## config.mk

```make
export PLATFORM = sky130hd
export DESIGN_NAME = dspmisc_alu
export DESIGN_NICKNAME = d
export VERILOG_FILES = /design/src/rtl/dspmisc_pkg.sv /design/src/rtl/dspmisc_ctrl.sv /design/src/rtl/dspmisc_dp.sv /design/src/rtl/dspmisc_alu.sv
export SDC_FILE = /design/constraint.sdc
export NUM_CORES = 2
export LEC_CHECK = 0
export ABC_AREA = 0
export BUFFER_PORTS_ARGS = -buffer_cell sky130_fd_sc_hd__buf_2
export CAP_MARGIN = 0
export CORE_MARGIN = 2
export CORE_UTILIZATION = 50
export CTS_CLUSTER_DIAMETER = 40
export CTS_CLUSTER_SIZE = 25
export DETAILED_ROUTE_END_ITERATION = 10
export GPL_ROUTABILITY_DRIVEN = 1
export GPL_TIMING_DRIVEN = 0
export PLACE_DENSITY = 0.69
export SETUP_SLACK_MARGIN = 0.02
export SYNTH_ARGS = -nofsm -noshare
export SYNTH_HDL_FRONTEND = slang
export SYNTH_SLANG_ARGS = --single-unit
```

## constraint.sdc

```tcl
create_clock -name clk -period 0.8 [get_ports clk]
set_input_delay 0.16 -clock clk [delete_from_list [all_inputs] [get_ports clk]]
set_output_delay 0.16 -clock clk [all_outputs]
set_load 0.02 [all_outputs]
```

## src/rtl/dspmisc_pkg.sv

```systemverilog
package dspmisc_pkg;
  localparam int XLEN  = 32;
  localparam int SHW   = $clog2(XLEN);
  localparam int NBYTE = XLEN / 8;
  localparam int BSW   = $clog2(NBYTE);

  localparam logic [6:0] MAJOR_OP = 7'b1111111;

  typedef enum logic [2:0] {
    OP_AVG, OP_RSHIFT, OP_BREV, OP_WEXT, OP_BPICK, OP_INSB, OP_MAC, OP_MSUB
  } opKind_e;

  typedef struct packed {
    logic           wen;
    logic           illegal;
    opKind_e        kind;
    logic           useImm;
    logic [SHW-1:0] immAmt;
    logic [BSW-1:0] byteSel;
  } ctrlStrobe_t;
endpackage

```

## src/rtl/dspmisc_ctrl.sv

```systemverilog
module dspmisc_ctrl
  import dspmisc_pkg::*;
(
  input  logic        clk,
  input  logic        rstN,
  input  logic        inValid,
  input  logic [31:0] insn,
  output ctrlStrobe_t strobe
);
  logic [6:0] f7;
  logic [2:0] f3;
  logic       ours;
  logic       unusedRegFields;

  assign f7   = insn[31:25];
  assign f3   = insn[14:12];
  assign ours = inValid && (insn[6:0] == MAJOR_OP);
  assign unusedRegFields = ^{insn[19:15], insn[11:7]};

  always_comb begin
    logic hit;
    strobe         = '0;
    strobe.immAmt  = insn[20 +: SHW];
    strobe.byteSel = insn[20 +: BSW];
    hit            = 1'b1;
    if (f3 == 3'b011) begin
      hit         = (insn[26:25] == 2'b00);
      strobe.kind = OP_BPICK;
    end else if (f7 == 7'b1110000 && f3 == 3'b000) begin
      strobe.kind = OP_AVG;
    end else if (f7 == 7'b0010010 && f3 == 3'b001) begin
      strobe.kind = OP_RSHIFT;
    end else if (f7[6:1] == 6'b110101 && f3 == 3'b001) begin
      strobe.kind   = OP_RSHIFT;
      strobe.useImm = 1'b1;
    end else if (f7 == 7'b1110011 && f3 == 3'b000) begin
      strobe.kind = OP_BREV;
    end else if (f7[6:1] == 6'b111010 && f3 == 3'b000) begin
      strobe.kind   = OP_BREV;
      strobe.useImm = 1'b1;
    end else if (f7 == 7'b1100111 && f3 == 3'b000) begin
      strobe.kind = OP_WEXT;
    end else if (f7 == 7'b1101111 && f3 == 3'b000) begin
      strobe.kind   = OP_WEXT;
      strobe.useImm = 1'b1;
    end else if (insn[31:23] == 9'b101011000 && f3 == 3'b000) begin
      strobe.kind = OP_INSB;
    end else if (f7 == 7'b1100010 && f3 == 3'b001) begin
      strobe.kind = OP_MAC;
    end else if (f7 == 7'b1100011 && f3 == 3'b001) begin
      strobe.kind = OP_MSUB;
    end else begin
      hit = 1'b0;
    end
    strobe.wen     = ours && hit;
    strobe.illegal = ours && !hit;
  end

  assert_exclusive_R9: assert property (@(posedge clk) disable iff (!rstN)
    !(strobe.wen && strobe.illegal));
  assert_foreign_quiet_R10: assert property (@(posedge clk) disable iff (!rstN)
    (insn[6:0] != MAJOR_OP || !inValid) |-> (!strobe.wen && !strobe.illegal));
  assert_bpick_gate_R6: assert property (@(posedge clk) disable iff (!rstN)
    (inValid && insn[6:0] == MAJOR_OP && f3 == 3'b011 && insn[26:25] != 2'b00)
      |-> strobe.illegal);
endmodule

```

## src/rtl/dspmisc_dp.sv

```systemverilog
module dspmisc_dp
  import dspmisc_pkg::*;
(
  input  logic            clk,
  input  logic            rstN,
  input  ctrlStrobe_t     strobe,
  input  logic [XLEN-1:0] opA,
  input  logic [XLEN-1:0] opB,
  input  logic [XLEN-1:0] opC,
  input  logic [XLEN-1:0] rdOld,
  input  logic [XLEN-1:0] opAHi,
  output logic [XLEN-1:0] result
);
  localparam logic [SHW-1:0] MAXAMT = SHW'(XLEN - 1);

  logic [SHW-1:0]        amt;
  logic [XLEN:0]         avgSum;
  logic signed [XLEN:0]  rshExt;
  logic [XLEN-1:0]       rshRes;
  logic [XLEN-1:0]       revA;
  logic [XLEN-1:0]       brevRes;
  logic [2*XLEN-1:0]     pairShift;
  logic [XLEN-1:0]       bpickRes;
  logic [XLEN-1:0]       insbRes;
  logic [XLEN-1:0]       prodLo;
  logic [XLEN-1:0]       selRes;

  assign amt = strobe.useImm ? strobe.immAmt : opB[SHW-1:0];

  // average at one extra bit of precision: no overflow possible
  assign avgSum = {opA[XLEN-1], opA} + {opB[XLEN-1], opB} + (XLEN+1)'(1);

  // keep one guard bit below the LSB; it is the rounding increment
  assign rshExt = $signed({opA, 1'b0}) >>> amt;
  assign rshRes = rshExt[XLEN:1] + XLEN'(rshExt[0]);

  for (genvar i = 0; i < XLEN; i++) begin : g_rev
    assign revA[i] = opA[XLEN-1-i];
  end
  assign brevRes = revA >> (MAXAMT - amt);

  assign pairShift = {opAHi, opA} >> amt;

  assign bpickRes = (opC & opA) | (~opC & opB);

  for (genvar k = 0; k < NBYTE; k++) begin : g_insb
    assign insbRes[8*k +: 8] = (strobe.byteSel == BSW'(k)) ? opA[7:0] : rdOld[8*k +: 8];
  end

  assign prodLo = opA * opB;

  always_comb begin
    unique case (strobe.kind)
      OP_AVG:    selRes = avgSum[XLEN:1];
      OP_RSHIFT: selRes = rshRes;
      OP_BREV:   selRes = brevRes;
      OP_WEXT:   selRes = pairShift[XLEN-1:0];
      OP_BPICK:  selRes = bpickRes;
      OP_INSB:   selRes = insbRes;
      OP_MAC:    selRes = rdOld + prodLo;
      default:   selRes = rdOld - prodLo;
    endcase
  end

  assign result = strobe.wen ? selRes : '0;

  assert_brev_high_zero_R4: assert property (@(posedge clk) disable iff (!rstN)
    (strobe.wen && strobe.kind == OP_BREV) |-> (((result >> amt) >> 1) == '0));
  assert_insb_keep_R7: assert property (@(posedge clk) disable iff (!rstN)
    (strobe.wen && strobe.kind == OP_INSB)
      |-> (((result ^ rdOld) & ~({{(XLEN-8){1'b0}}, 8'hff} << (8 * strobe.byteSel))) == '0));
  assert_rshift_zero_R3: assert property (@(posedge clk) disable iff (!rstN)
    (strobe.wen && strobe.kind == OP_RSHIFT && amt == '0) |-> (result == opA));
  assert_avg_bounded_R2: assert property (@(posedge clk) disable iff (!rstN)
    (strobe.wen && strobe.kind == OP_AVG && opA == opB) |-> (result == opA));
endmodule

```

## src/rtl/dspmisc_alu.sv

```systemverilog
module dspmisc_alu
  import dspmisc_pkg::*;
#(
  parameter bit OUT_REG = 1'b1
) (
  input  logic        clk,
  input  logic        rstN,
  input  logic        inValid,
  input  logic [31:0] insn,
  input  logic [31:0] opA,
  input  logic [31:0] opB,
  input  logic [31:0] opC,
  input  logic [31:0] rdOld,
  input  logic [31:0] opAHi,
  output logic [31:0] result,
  output logic        writeEn,
  output logic        illegal
);
  ctrlStrobe_t     strobe;
  logic [XLEN-1:0] dpResult;

  dspmisc_ctrl u_ctrl (
    .clk     (clk),
    .rstN    (rstN),
    .inValid (inValid),
    .insn    (insn),
    .strobe  (strobe)
  );

  dspmisc_dp u_dp (
    .clk    (clk),
    .rstN   (rstN),
    .strobe (strobe),
    .opA    (opA),
    .opB    (opB),
    .opC    (opC),
    .rdOld  (rdOld),
    .opAHi  (opAHi),
    .result (dpResult)
  );

  if (OUT_REG) begin : g_reg
    always_ff @(posedge clk or negedge rstN) begin
      if (!rstN) begin
        result  <= '0;
        writeEn <= 1'b0;
        illegal <= 1'b0;
      end else begin
        result  <= dpResult;
        writeEn <= strobe.wen;
        illegal <= strobe.illegal;
      end
    end

    assert_latency_R11: assert property (@(posedge clk) disable iff (!rstN)
      (writeEn || illegal) |-> $past(inValid));
  end else begin : g_comb
    assign result  = dpResult;
    assign writeEn = strobe.wen;
    assign illegal = strobe.illegal;
  end

  assert_quiet_result_R9: assert property (@(posedge clk) disable iff (!rstN)
    !writeEn |-> (result == '0));
endmodule

```

==> flow_summary.yaml <==
drt:
  via_per_inst: 6.65
  drtIter0Drc: 3956
  vias: 30849
  drc: 0
  wirelength_um: 149000
  dr.pass1.iters: 6
  wl_per_cell_um: 32.1
  antenna_left: 0
layout:
  drive_above_1_share_pct: 25.8
  final_common_cell: "inv_1"
  fin_cells: 4639
  layout_common_cells: "inv_1, nand2_1, fa_1, and2_1, buf_4"
  num-fill-cells: 4534
  nNetsFinal: 4676
  area_growth_syn_to_layout_pct: 30.3
setup_path:
  crit_family: "adder cells"
  worstSetupPathType: "in2reg"
  cp_data_required_time_ps: 930
  crit_path_end_kind: "flop"
  crit_slowest_cell: "fa_1"
  critPathMaxFanout: 10
  crit_arrival_ps: 9160
  cp.buffers_inverters: 8
  cp_slowest_stage_delay_ps: 550
  startpoint_type: "input pin"
  cpMostUsedCell: "fa_1"
timing:
  hold_ws_ps: -68.6
  setup_violations: 68
  layout_min_cycle_time_ps: 9040
  slew_headroom_pct: 16.1
  tightest_slew_ps: 1260
  fmaxAchievable_ghz: 0.111
  period_share_pct: 1130
  timing.final.ws_setup_ps: -8240
  timing.setup.tns_ps: -203800
  grt_setup_unrepaired: "yes"
  slew_violations: 0
  final_hold_viol_count: 34
cts:
  h-tree-depth: 2
  root_buffer: "clkbuf_16"
  cts_tree: "built"
  cts_buffers: 5
  clock_sinks: 34
  cts_buffer_depth: 2
  clk_pin_slew_ps: 50
global_route:
  grt_max_degree: 35
  grt_pass1_wl_um: 203000
  grt.overflow.total: 0
  grt_pass1_vias: 29612
  grt_antenna_before_repair: 10
  grt_usage_pct: 49.6
place:
  io_buffers: 215
  dp.cells: 4432
  place_hpwl_um: 116000
  routabilityCongestion: 1.09
yosys:
  netlist_area_sq_um: 27900
  synth_ff_type: "dfrtp_1"
  yosysWarnings: 0
  synth_seq_cells: 34
  yosysSeqAreaShare_pct: 3.05
  syn_inst: 3469
  synth_nets: 4263
  synth_edf_count: 0
  yosysUniqueCellTypes: 98
  syn_avg_cell_area_sq_um: 8.04
  async_reset_ff_share_pct: 100
die:
  chipWidth_um: 240
  die_y_um: 240
  rows: 86
  die_area_sq_um: 57700
  start_util_pct: 50.6
  core-area_sq_um: 55100
  ios: 229
pwr:
  p_leak_nw: 16.6
  irDropWorstVdd_mv: 11.2
  p_per_area_nw_per_um2: 5480
run:
  maxCapViolCount: 0
outcome:
  status: "finished with violations"
  violations: "negative hold slack, negative setup slack"
worst_hold_path:
  hold_class: "in2async"
## power by group
part | internal [mW] | leakage, nW | switching (mW) | total, mW
logic | 85.0 | 16.1 | 110 | 195
registers | 1.72 | 0.475 | 0.000265 | 1.72
clock network | 1.23 | 0.0739 | 0.688 | 1.92
total | 88.0 | 16.6 | 111 | 199
## synthesized netlist by cell type, drive strengths merged (19+ instances only)
library cell / count / area, sq um
o211ai: 19 / 143
a211oi: 64 / 505
and2: 289 / 1810
xnor2: 137 / 1200
a221oi: 31 / 284
nand3: 41 / 210
nor2: 129 / 484
nor3: 34 / 180
a21oi: 184 / 921
xor2: 52 / 455
fa: 410 / 8210
a21o: 31 / 233
o221ai: 53 / 464
ha: 189 / 2360
o21ai: 128 / 656
inv: 436 / 1640
o21a: 24 / 180
buf: 39 / 240
clkbuf: 184 / 691
nand2: 420 / 1580
dfrtp: 34 / 851
a22o: 22 / 201
a31oi: 29 / 181
and3: 19 / 119
nand2b: 71 / 444
mux2i: 149 / 1500
## routing by layer
| metal | share of wire [%] | track usage (%) | vias to the layer above | routed length [um] |
|---|---|---|---|---|
| met5 | 0.018 | 0 | - | 27 |
| met4 | 10 | 37.2 | 4 | 15300 |
| met3 | 12 | 11.0 | 823 | 17800 |
| met2 | 42 | 74.7 | 2506 | 62300 |
| met1 | 36 | 62.2 | 15055 | 53300 |
| li1 | - | - | 12461 | - |
## repair_timing
item / CTS / global route
endpoints found under the setup margin: 68 / 68
setup buffers: 153 / 49
gates resized for setup: 657 / 207
endpoints found under the hold margin: 34 / 0
pin swaps: 161 / 130
## metrics by stage
stage	hold slack, ps	setup WS, ps	power [mW]	utilization [%]	area (sq um)
3_5_place_dp	241	-9700	122	55.7	30700
2_1_floorplan	-136	-7380	114	-	28700
4_1_cts	-49.2	-7790	178	63.6	35000
3_3_place_gp	235	-9670	120	55.7	30700
5_1_grt	4.02	-8360	205	65.9	36300
6_report	-68.6	-8240	199	66.0	36300
## worst max path at each step
stage	depth (start not counted)	slack [ps]	to	start
floorplan	39	-7380	result[31]$_DFF_PN0_	opA[7]
global placement	36	-9670	result[31]$_DFF_PN0_	opA[8]
detailed placement	36	-9700	result[31]$_DFF_PN0_	opA[8]
CTS	40	-7790	result[31]$_DFF_PN0_	opA[5]
global route	35	-8360	result[30]$_DFF_PN0_	opB[2]
finish	34	-8240	result[24]$_DFF_PN0_	opB[1]
## state kept, by name, summed over array words and instances, names as in the netlist
| signal | count |
|---|---|
| illegal | 1 |
| result | 32 |
| writeEn | 1 |
## layout make-up
type / instances / area, sq um / share of cell area [%]
plain buffers: 217 / 2320 / 6.38
repair buffers: 412 / 3110 / 8.56
flip-flops and latches: 34 / 851 / 2.34
clock inverters: 1 / 5.00 / 0.0138
inverters: 438 / 1650 / 4.54
well taps: 748 / 936 / 2.58
clock buffers: 7 / 143 / 0.393
multi-input cells: 2774 / 27300 / 75.1
diodes: 8 / 20.0 / 0.0551
## cells by family after synthesis
family / synth area share, %
AND/OR/NAND/NOR: 19.5
buffers and inverters: 9.23
adder cells (fa/ha/maj): 37.9
multiplexers: 5.98
flip-flops: 3.05
XOR/XNOR: 5.94
AO/OA/AOI/OAI: 18.4
Note: power is estimated with default switching activity, not from simulation.
